[config.mk]
export PLATFORM = sky130hd
export DESIGN_NAME = hzc_ctrl
export DESIGN_NICKNAME = d
export VERILOG_FILES = /design/src/rtl/hzc_pkg.sv /design/src/rtl/hzc_track.sv /design/src/rtl/hzc_interlock.sv /design/src/rtl/hzc_bypass.sv /design/src/rtl/hzc_ctrl.sv
export SDC_FILE = /design/constraint.sdc
export NUM_CORES = 1
export LEC_CHECK = 0
export ABC_AREA = 0
export ABC_CLOCK_PERIOD_IN_PS = 8300
export BUFFER_PORTS_ARGS = -buffer_cell sky130_fd_sc_hd__buf_2
export CAP_MARGIN = 20
export CORE_MARGIN = 1
export CORE_UTILIZATION = 35
export CTS_CLUSTER_DIAMETER = 200
export DETAILED_ROUTE_END_ITERATION = 6
export GPL_TIMING_DRIVEN = 1
export PLACE_DENSITY = 0.59
export SLEW_MARGIN = 15
export SYNTH_ARGS = -nofsm -noshare
export SYNTH_HDL_FRONTEND = slang
export SYNTH_SLANG_ARGS = --single-unit
[constraint.sdc]
create_clock -name clk -period 8.3 [get_ports clk]
set_input_delay 2.49 -clock clk [delete_from_list [all_inputs] [get_ports clk]]
set_output_delay 2.49 -clock clk [all_outputs]
set_load 0.1 [all_outputs]
[src/rtl/hzc_pkg.sv]
package hzc_pkg;
  localparam int unsigned HZ_REG_W = 5;

  typedef enum logic [1:0] {
    SEL_RF = 2'b00,
    SEL_EX = 2'b01,
    SEL_WB = 2'b10
  } byp_sel_e;

  typedef struct packed {
    logic                valid;
    logic                wr;
    logic                load;
    logic [HZ_REG_W-1:0] rd;
    logic                use_base;
    logic [HZ_REG_W-1:0] base;
    logic                use_a;
    logic [HZ_REG_W-1:0] src_a;
    logic                use_b;
    logic [HZ_REG_W-1:0] src_b;
  } stage_t;

  // true when producer p writes register r that a consumer actually reads
  function automatic logic hz_hit(stage_t p, logic use_r, logic [HZ_REG_W-1:0] r);
    return use_r && (r != '0) && p.valid && p.wr && (p.rd == r);
  endfunction
endpackage

[src/rtl/hzc_track.sv]
module hzc_track
  import hzc_pkg::*;
#(
  parameter int unsigned DEPTH = 5
) (
  input  logic                   clk,
  input  logic                   rst_n,
  input  logic                   stall,
  input  stage_t                 din,
  output stage_t [DEPTH-1:0]     q
);
  stage_t [DEPTH-1:0] r;

  for (genvar i = 0; i < DEPTH; i++) begin : g_stage
    if (i == 0) begin : g_head
      always_ff @(posedge clk) begin
        if (!rst_n)     r[0] <= '0;
        else if (stall) r[0] <= '0;
        else            r[0] <= din;
      end
    end else begin : g_body
      always_ff @(posedge clk) begin
        if (!rst_n) r[i] <= '0;
        else        r[i] <= r[i-1];
      end
    end
  end

  assign q = r;
endmodule

[src/rtl/hzc_interlock.sv]
module hzc_interlock
  import hzc_pkg::*;
(
  input  logic   fwd_en,
  input  logic   split_rf,
  input  stage_t dec,
  input  stage_t co,
  input  stage_t fo,
  input  stage_t ei,
  input  stage_t wo,
  output logic   stall
);
  logic base_haz, alu_haz;
  logic a_co, a_fo, b_co, b_fo;

  always_comb begin
    a_co = hz_hit(co, dec.use_a, dec.src_a);
    b_co = hz_hit(co, dec.use_b, dec.src_b);
    a_fo = hz_hit(fo, dec.use_a, dec.src_a);
    b_fo = hz_hit(fo, dec.use_b, dec.src_b);
    if (fwd_en) begin
      base_haz = hz_hit(co, dec.use_base, dec.base)
               | hz_hit(fo, dec.use_base, dec.base)
               | (hz_hit(ei, dec.use_base, dec.base) && ei.load);
      alu_haz  = (a_co | b_co) && co.load;
    end else begin
      base_haz = hz_hit(co, dec.use_base, dec.base)
               | hz_hit(fo, dec.use_base, dec.base)
               | hz_hit(ei, dec.use_base, dec.base)
               | (hz_hit(wo, dec.use_base, dec.base) && !split_rf);
      alu_haz  = a_co | b_co | ((a_fo | b_fo) && !split_rf);
    end
    stall = dec.valid && (base_haz || alu_haz);
  end
endmodule

[src/rtl/hzc_bypass.sv]
module hzc_bypass
  import hzc_pkg::*;
(
  input  logic                fwd_en,
  input  logic                use_r,
  input  logic [HZ_REG_W-1:0] r,
  input  stage_t              near,
  input  stage_t              far,
  output logic [1:0]          sel
);
  always_comb begin
    if (!fwd_en)                                  sel = SEL_RF;
    else if (hz_hit(near, use_r, r) && !near.load) sel = SEL_EX;
    else if (hz_hit(far, use_r, r))               sel = SEL_WB;
    else                                          sel = SEL_RF;
  end
endmodule

[src/rtl/hzc_ctrl.sv]
module hzc_ctrl
  import hzc_pkg::*;
#(
  parameter int unsigned REG_W = HZ_REG_W
) (
  input  logic             clk,
  input  logic             rst_n,
  input  logic             fwd_en,
  input  logic             split_rf,
  input  logic             dec_valid,
  input  logic             dec_wr,
  input  logic [REG_W-1:0] dec_rd,
  input  logic             dec_load,
  input  logic             dec_use_base,
  input  logic [REG_W-1:0] dec_base,
  input  logic             dec_use_a,
  input  logic [REG_W-1:0] dec_src_a,
  input  logic             dec_use_b,
  input  logic [REG_W-1:0] dec_src_b,
  output logic             stall,
  output logic [1:0]       co_base_sel,
  output logic [1:0]       ei_a_sel,
  output logic [1:0]       ei_b_sel
);
  localparam int unsigned N_TRK = 5;  // CO, FO, EI, WO, retired
  localparam int unsigned N_OPS = 3;
  localparam int unsigned S_CO = 0, S_FO = 1, S_EI = 2, S_WO = 3, S_RT = 4;

  stage_t                 dec_rec;
  stage_t [N_TRK-1:0]     trk_q;
  logic   [N_OPS-1:0]     op_use;
  logic   [HZ_REG_W-1:0]  op_reg [N_OPS];
  logic   [1:0]           op_sel [N_OPS];

  always_comb begin
    dec_rec          = '0;
    dec_rec.valid    = dec_valid;
    dec_rec.wr       = dec_wr;
    dec_rec.load     = dec_load;
    dec_rec.rd       = dec_rd;
    dec_rec.use_base = dec_use_base;
    dec_rec.base     = dec_base;
    dec_rec.use_a    = dec_use_a;
    dec_rec.src_a    = dec_src_a;
    dec_rec.use_b    = dec_use_b;
    dec_rec.src_b    = dec_src_b;
  end

  hzc_track #(.DEPTH(N_TRK)) u_track (
    .clk   (clk),
    .rst_n (rst_n),
    .stall (stall),
    .din   (dec_rec),
    .q     (trk_q)
  );

  hzc_interlock u_lock (
    .fwd_en   (fwd_en),
    .split_rf (split_rf),
    .dec      (dec_rec),
    .co       (trk_q[S_CO]),
    .fo       (trk_q[S_FO]),
    .ei       (trk_q[S_EI]),
    .wo       (trk_q[S_WO]),
    .stall    (stall)
  );

  // base is consumed in CO, ALU operands in EI; both draw from WO and retired
  assign op_use[0] = trk_q[S_CO].use_base;
  assign op_reg[0] = trk_q[S_CO].base;
  assign op_use[1] = trk_q[S_EI].use_a;
  assign op_reg[1] = trk_q[S_EI].src_a;
  assign op_use[2] = trk_q[S_EI].use_b;
  assign op_reg[2] = trk_q[S_EI].src_b;

  for (genvar k = 0; k < N_OPS; k++) begin : g_byp
    hzc_bypass u_byp (
      .fwd_en (fwd_en),
      .use_r  (op_use[k]),
      .r      (op_reg[k]),
      .near   (trk_q[S_WO]),
      .far    (trk_q[S_RT]),
      .sel    (op_sel[k])
    );
  end

  assign co_base_sel = op_sel[0];
  assign ei_a_sel    = op_sel[1];
  assign ei_b_sel    = op_sel[2];
endmodule

==> results.sh, run 1 <==
export IMPL_status="completed"
export IMPL_crit_path_end_kind="output port"
export IMPL_ctsResizeCount=0
export IMPL_synth_adder_area_share=0
export IMPL_clk_pin_slew_ns=0.09
export IMPL_max_freq_mhz=150
export IMPL_synth_area_mm2=0.00327
export IMPL_cts_sinks=81
export IMPL_synth_compound_area_frac=0.0264
export IMPL_min_delay_path_class="flip-flop to flip-flop"
export IMPL_numCtsBuffers=9
export IMPL_ant_nets=0
export IMPL_finalPower_uw=789
export IMPL_first_global_vias=1994
export IMPL_leakage_nw=1.60
export IMPL_yosys_warnings=0
export IMPL_synth_top_family_by_area="simple AND/OR/NAND/NOR gates"
export IMPL_antenna_cells=0
export IMPL_hold_path_depth=1
export IMPL_post_route_drc_count=0
export IMPL_final_common_cell="and2_1"
export IMPL_clock_skew_ns=0.00916
export IMPL_postCtsSetupBuffers=0
export IMPL_worstPathRequired_ns=5.81
export IMPL_io_pins=37
export IMPL_final_nets=378
export IMPL_r2r_end="u_track.q[13]"
export IMPL_netlist_instances=320
export IMPL_num_rows=34
export IMPL_synthSimpleGateAreaFrac=0.255
export IMPL_post_place_ws_ns=1.63
export IMPL_core_mm2=0.00889
export IMPL_synth_xor_area_share=0.188
export IMPL_area_growth_syn_to_layout_pct=14.1
export IMPL_synth_avg_cell_area_um2=10.2
export IMPL_ys_ff_latch=81
export IMPL_clock_root_buffer="clkbuf_8"
export IMPL_grt_overflow_total=0
export IMPL_drv_cap=0
export IMPL_grt_pass1_wl_mm=10.4
export IMPL_yosys_cell_types_count=28
export IMPL_finalSetupViolCount=0
export IMPL_htreeDepth=3
export IMPL_setup_ws_ns=1.63
export IMPL_drive_gt1_frac=0.161
export IMPL_grt_antenna_before_repair=0
export IMPL_rrSetupSlack_ns=6.04
export IMPL_via_per_inst=4.51
export IMPL_critical_path_class="primary input to output port"
export IMPL_start_kind="primary input"
export IMPL_slew_violations=0
export IMPL_arrival_ns=4.18
export IMPL_yosysSeqAreaShare=0.496
export IMPL_min_from="u_track.q[3]"
export IMPL_rr_worst_depth=6
export IMPL_clk_latency_ns=0.36
export IMPL_r2r_start="u_track.q[97]"
export IMPL_firstDrtPassIters=4
export IMPL_grt_max_degree=58
export IMPL_min_to="u_track.q[29]"
export IMPL_largest_register_ffs=81
export IMPL_port_buffers=36
export IMPL_layout_common_cells="83 x and2_1, 81 x dfxtp_1, 45 x xor2_1"
export IMPL_path_max_fanout=4
export IMPL_fin_tns_setup_ns=0
export IMPL_irDropWorstVdd_v=0.0000859
export IMPL_dr_total_vias=2077
export IMPL_period_needed_ns=6.67
export IMPL_synthMuxAreaShare=0
export IMPL_hold_buffers=0
export IMPL_utilization=0.420
export IMPL_crit_path_start="dec_src_a[1]"
export IMPL_die_width_um=98.6
export IMPL_clk_path_buf_depth=2
export IMPL_hpwlAfterDp_mm=4.67
export IMPL_rsz0062_at_grt="no"
export IMPL_gp_congestion=0.890
export IMPL_cts_tree="done"
export IMPL_drt_iter0_markers=109
export IMPL_worst_slew_pin_slew_ns=0.939
export IMPL_power_density_mw_per_mm2=212
export IMPL_min_period_over_period=0.803
export IMPL_die_h_um=98.6
export IMPL_fp_dieArea_mm2=0.00973
export IMPL_slew_headroom=0.371
export IMPL_drt_total_wl_mm=6.25
export IMPL_hold_violations=0
export IMPL_gr_usage_all_layers=0.141
export IMPL_initial_core_util=0.368
export IMPL_syn_nets=350
export IMPL_post_drt_wl_per_cell_um=13.6
power by group:
| part | internal [mW] | switching [mW] |
|---|---|---|
| Sequential | 0.403 | 0.0106 |
| Combinational | 0.0257 | 0.0255 |
| Clock | 0.176 | 0.149 |
| Total | 0.604 | 0.185 |
how the worst max path moves through the flow:
| stage | slack [ns] | to |
|---|---|---|
| 2_1_floorplan | 0.73 | ei_b_sel[1] |
| 3_3_place_gp | 1.64 | ei_b_sel[1] |
| 3_5_place_dp | 1.63 | ei_b_sel[1] |
| 4_1_cts | 1.63 | ei_b_sel[1] |
| 5_1_grt | 1.53 | stall |
| 6_report | 1.63 | stall |
stage by stage:
stage	hold WS, ns	instances	cell area [µm²]
after floorplan	0.412	320	3290
after global placement	0.418	445	3500
after detailed placement	0.417	445	3500
after CTS	0.435	461	3730
after global routing	0.440	461	3730
final	0.432	461	3730
cell type report:
type	count	area, µm²
Multi-Input combinational cell	218	1550
Fill cell	847	5160
Sequential cell	81	1620
Tap cell	108	135
Clock inverter	7	109
Inverter	2	7.51
Clock buffer	9	124
Timing Repair Buffer	36	180
layer usage:
layer,global-route usage,routed length (µm),vias up
met2,0.219,2760,53
li1,-,-,1097
met4,0.0517,91,0
met3,0.0454,285,9
met5,0,0,-
met1,0.184,3110,918
logic make-up (layout without fill, tap and decap cells):
kind of cell | after synthesis | count (layout)
xor gates and xnor gates | 70 | 70
AOI/OAI and AO/OA | 13 | 13
and+or+nand+nor | 135 | 135
buffers and inverters | 21 | 54
DFF | 81 | 81
cells in the mapped netlist:
| library cell | count | area, µm² |
|---|---|---|
| a311oi_2 | 1 | 15.0 |
| a31oi_1 | 1 | 6.26 |
| a22oi_1 | 2 | 15.0 |
| nor3_1 | 3 | 15.0 |
| and2_1 | 83 | 519 |
| o21a_1 | 1 | 7.51 |
| nand2_1 | 9 | 33.8 |
| o21ai_1 | 1 | 5.00 |
| nor4_1 | 14 | 87.6 |
| clkbuf_1 | 7 | 26.3 |
| o21ai_0 | 4 | 20.0 |
| nor2_1 | 4 | 15.0 |
| buf_6 | 3 | 33.8 |
| nor2b_1 | 1 | 6.26 |
| xnor2_1 | 25 | 219 |
| xor2_1 | 45 | 394 |
| a21oi_1 | 2 | 10.0 |
| buf_2 | 7 | 35.0 |
| a211oi_1 | 1 | 7.51 |
| or3_1 | 1 | 6.26 |
| nand4_1 | 5 | 31.3 |
| or4_1 | 10 | 75.1 |
| nand3_1 | 3 | 15.0 |
| inv_1 | 2 | 7.51 |
| nor4b_4 | 1 | 23.8 |
| dfxtp_1 | 81 | 1620 |
| and3_1 | 1 | 6.26 |
| clkbuf_2 | 2 | 10.0 |
worst max-delay path, cell delays in order:
cell and delay (ns):
buf_2 0.13, or4_1 0.51, o21ai_0 0.28, nor2_1 0.09, a211oi_1 0.31, nor2_1 0.07, buf_2 0.30
(Power assumes the default switching activity.)
==> run 2, diff against run 1 <==
--- a/config.mk
+++ b/config.mk
@@ -6,7 +6,7 @@
 export NUM_CORES = 1
 export LEC_CHECK = 0
 export ABC_AREA = 0
-export ABC_CLOCK_PERIOD_IN_PS = 8300
+export ABC_CLOCK_PERIOD_IN_PS = 6560
 export BUFFER_PORTS_ARGS = -buffer_cell sky130_fd_sc_hd__buf_2
 export CAP_MARGIN = 20
 export CORE_MARGIN = 1
==> constraint.sdc (replaced) <==
create_clock -name clk -period 6.56 [get_ports clk]
set_input_delay 1.968 -clock clk [delete_from_list [all_inputs] [get_ports clk]]
set_output_delay 1.968 -clock clk [all_outputs]
set_load 0.1 [all_outputs]
==> run 2 against run 1 <==
- core utilization shrank 0.80 points
- highest routed layer unchanged
- non-clock buffer count is the same
- worst hold slack lost 0.0021 ns
- global-route usage grew 0.30 points
- sequential power grew 27%
- final cell count shrank 0.22%
- design area shrank 1.9%
- power grew 13%
- critical path depth grew 1
- clock skew is essentially flat
- die area is the same
- via count shrank 0.67%
==> results.sh, run 2 (synthesis results as in run 1) <==
export IMPL_postCtsSetupBuffers=0
export IMPL_grt_overflow_total=0
export IMPL_area_growth_syn_to_layout_pct=11.9
export IMPL_crit_chain="buf_2 -> xor2_1 -> nor4_1 -> a22oi_1 -> a31oi_1 -> a211oi_1 -> nor2_1 -> buf_2"
export IMPL_min_period_over_period=0.856
export IMPL_power_density_mw_per_mm2=243
export IMPL_setup_ws_ns=0.947
export IMPL_htreeDepth=3
export IMPL_antenna_cells=0
export IMPL_post_drt_wl_per_cell_um=13.9
export IMPL_crit_path_end_kind="output port"
export IMPL_io_pins=37
export IMPL_fin_area_mm2=0.00366
export IMPL_via_per_inst=4.48
export IMPL_clockPowerShare=0.339
export IMPL_swShare=0.240
export IMPL_worstPathRequired_ns=4.59
export IMPL_largest_register_ffs=81
export IMPL_p_seq_frac=0.588
export IMPL_grt_max_degree=58
export IMPL_clk_pin_slew_ns=0.08
export IMPL_initial_core_util=0.368
export IMPL_core_mm2=0.00889
export IMPL_worst_slew_pin_slew_ns=0.980
export IMPL_max_freq_mhz=178
export IMPL_final_common_cell="and2_1"
export IMPL_dr_total_vias=2063
export IMPL_fp_dieArea_mm2=0.00973
export IMPL_grt_antenna_before_repair=0
export IMPL_min_from="u_track.q[34]"
export IMPL_comb_power_share=0.073
export IMPL_critical_path_slowest_cell="buf_2"
export IMPL_r2r_start="u_track.q[96]"
export IMPL_slew_headroom=0.344
export IMPL_fin_tns_setup_ns=0
export IMPL_seq_area_mm2=0.00162
export IMPL_whs_ns=0.429
export IMPL_die_h_um=98.6
export IMPL_start_kind="primary input"
export IMPL_critPathMaxStageDelay_ns=0.43
export IMPL_cts_tree="done"
export IMPL_drv_cap=0
export IMPL_hold_violations=0
export IMPL_arrival_ns=3.65
export IMPL_num_rows=34
export IMPL_period_needed_ns=5.61
export IMPL_hold_buffers=0
export IMPL_port_buffers=36
export IMPL_gr_usage_all_layers=0.144
export IMPL_final_nets=378
export IMPL_drt_total_wl_mm=6.39
export IMPL_ant_nets=0
export IMPL_multi_input_area_mm2=0.00155
export IMPL_post_route_drc_count=0
export IMPL_post_place_ws_ns=0.941
export IMPL_drt_iter0_markers=89
export IMPL_gp_congestion=0.894
export IMPL_first_global_vias=2111
export IMPL_grt_pass1_wl_mm=10.6
export IMPL_drive_gt1_frac=0.156
export IMPL_rrSetupSlack_ns=4.24
export IMPL_slew_violations=0
export IMPL_critical_path_class="primary input to output port"
export IMPL_irDropWorstVdd_v=0.000113
export IMPL_min_delay_path_class="flip-flop to flip-flop"
export IMPL_ctsResizeCount=0
export IMPL_clk_path_buf_depth=2
export IMPL_clock_root_buffer="clkbuf_8"
export IMPL_status="completed"
export IMPL_clock_skew_ns=0.00879
export IMPL_layout_common_cells="83 x and2_1, 81 x dfxtp_1, 45 x xor2_1"
export IMPL_nFillCells=891
export IMPL_clk_latency_ns=0.35
export IMPL_path_max_fanout=6
export IMPL_leakage_nw=1.56
export IMPL_cts_sinks=81
export IMPL_path_common_cell="buf_2"
export IMPL_p_switching_uw=214
export IMPL_finalSetupViolCount=0
export IMPL_postPlaceCellArea_mm2=0.00350
export IMPL_die_width_um=98.6
export IMPL_rsz0062_at_grt="no"
export IMPL_numCtsBuffers=9
export IMPL_p_int_uw=677
export IMPL_crit_path_start="dec_base[2]"
export IMPL_firstDrtPassIters=4
export IMPL_hpwlAfterDp_mm=4.76
-- run 2: changes by cell type in the layout (fill, tap and decap cells not counted) --
cell,before,now
bufinv_16,2,0
clkinv_2,0,2
clkinvlp_4,0,2
inv_6,2,0
inv_8,2,0
clkbuf_1,0,1
-- run 2: final timing paths --
kind              endpoint  depth (start not counted)
min          u_track.q[60]                          1
max                  stall                          8
min reg2reg  u_track.q[60]                          1
max reg2reg  u_track.q[17]                          6
-- run 2: critical path: cells and delay by family --
| family | cells | cell delay (ns) |
|---|---|---|
| xor gates and xnor gates | 1 | 0.15 |
| AOI/OAI and AO/OA | 3 | 0.50 |
| buffers and inverters | 2 | 0.58 |
| and+or+nand+nor | 2 | 0.44 |
-- run 2: power groups by stage --
stage	Sequential [mW]	Clock, mW	Combinational (mW)
5_1_grt	0.525	0.335	0.0732
3_5_place_dp	0.535	0	0.0654
2_1_floorplan	0.529	0	0.0487
4_1_cts	0.523	0.313	0.0658
6_report	0.523	0.302	0.0653
3_3_place_gp	0.535	0	0.0649
-- run 2: metrics by stage --
| stage | power (mW) | utilization | cells |
|---|---|---|---|
| after global placement | 0.600 | 0.393 | 445 |
| after global routing | 0.934 | 0.411 | 460 |
| final | 0.890 | 0.411 | 460 |
| after detailed placement | 0.600 | 0.393 | 445 |
| after floorplan | 0.578 | - | 320 |
| after CTS | 0.902 | 0.411 | 460 |
-- run 2: cell type report --
cell class | count | area share
inverter | 2 | 0.00205
timing repair buffer | 36 | 0.0492
clock inverter | 5 | 0.00923
clock buffer | 10 | 0.0349
multi-input combinational | 218 | 0.424
sequential | 81 | 0.443
tap | 108 | 0.0369
-- run 2: per-layer routing --
metal	routed length, µm	vias up	track usage
met5	0	-	0
met4	100	0	0.0608
met2	2920	43	0.233
met3	226	6	0.0411
met1	3140	922	0.180
li1	-	1092	-
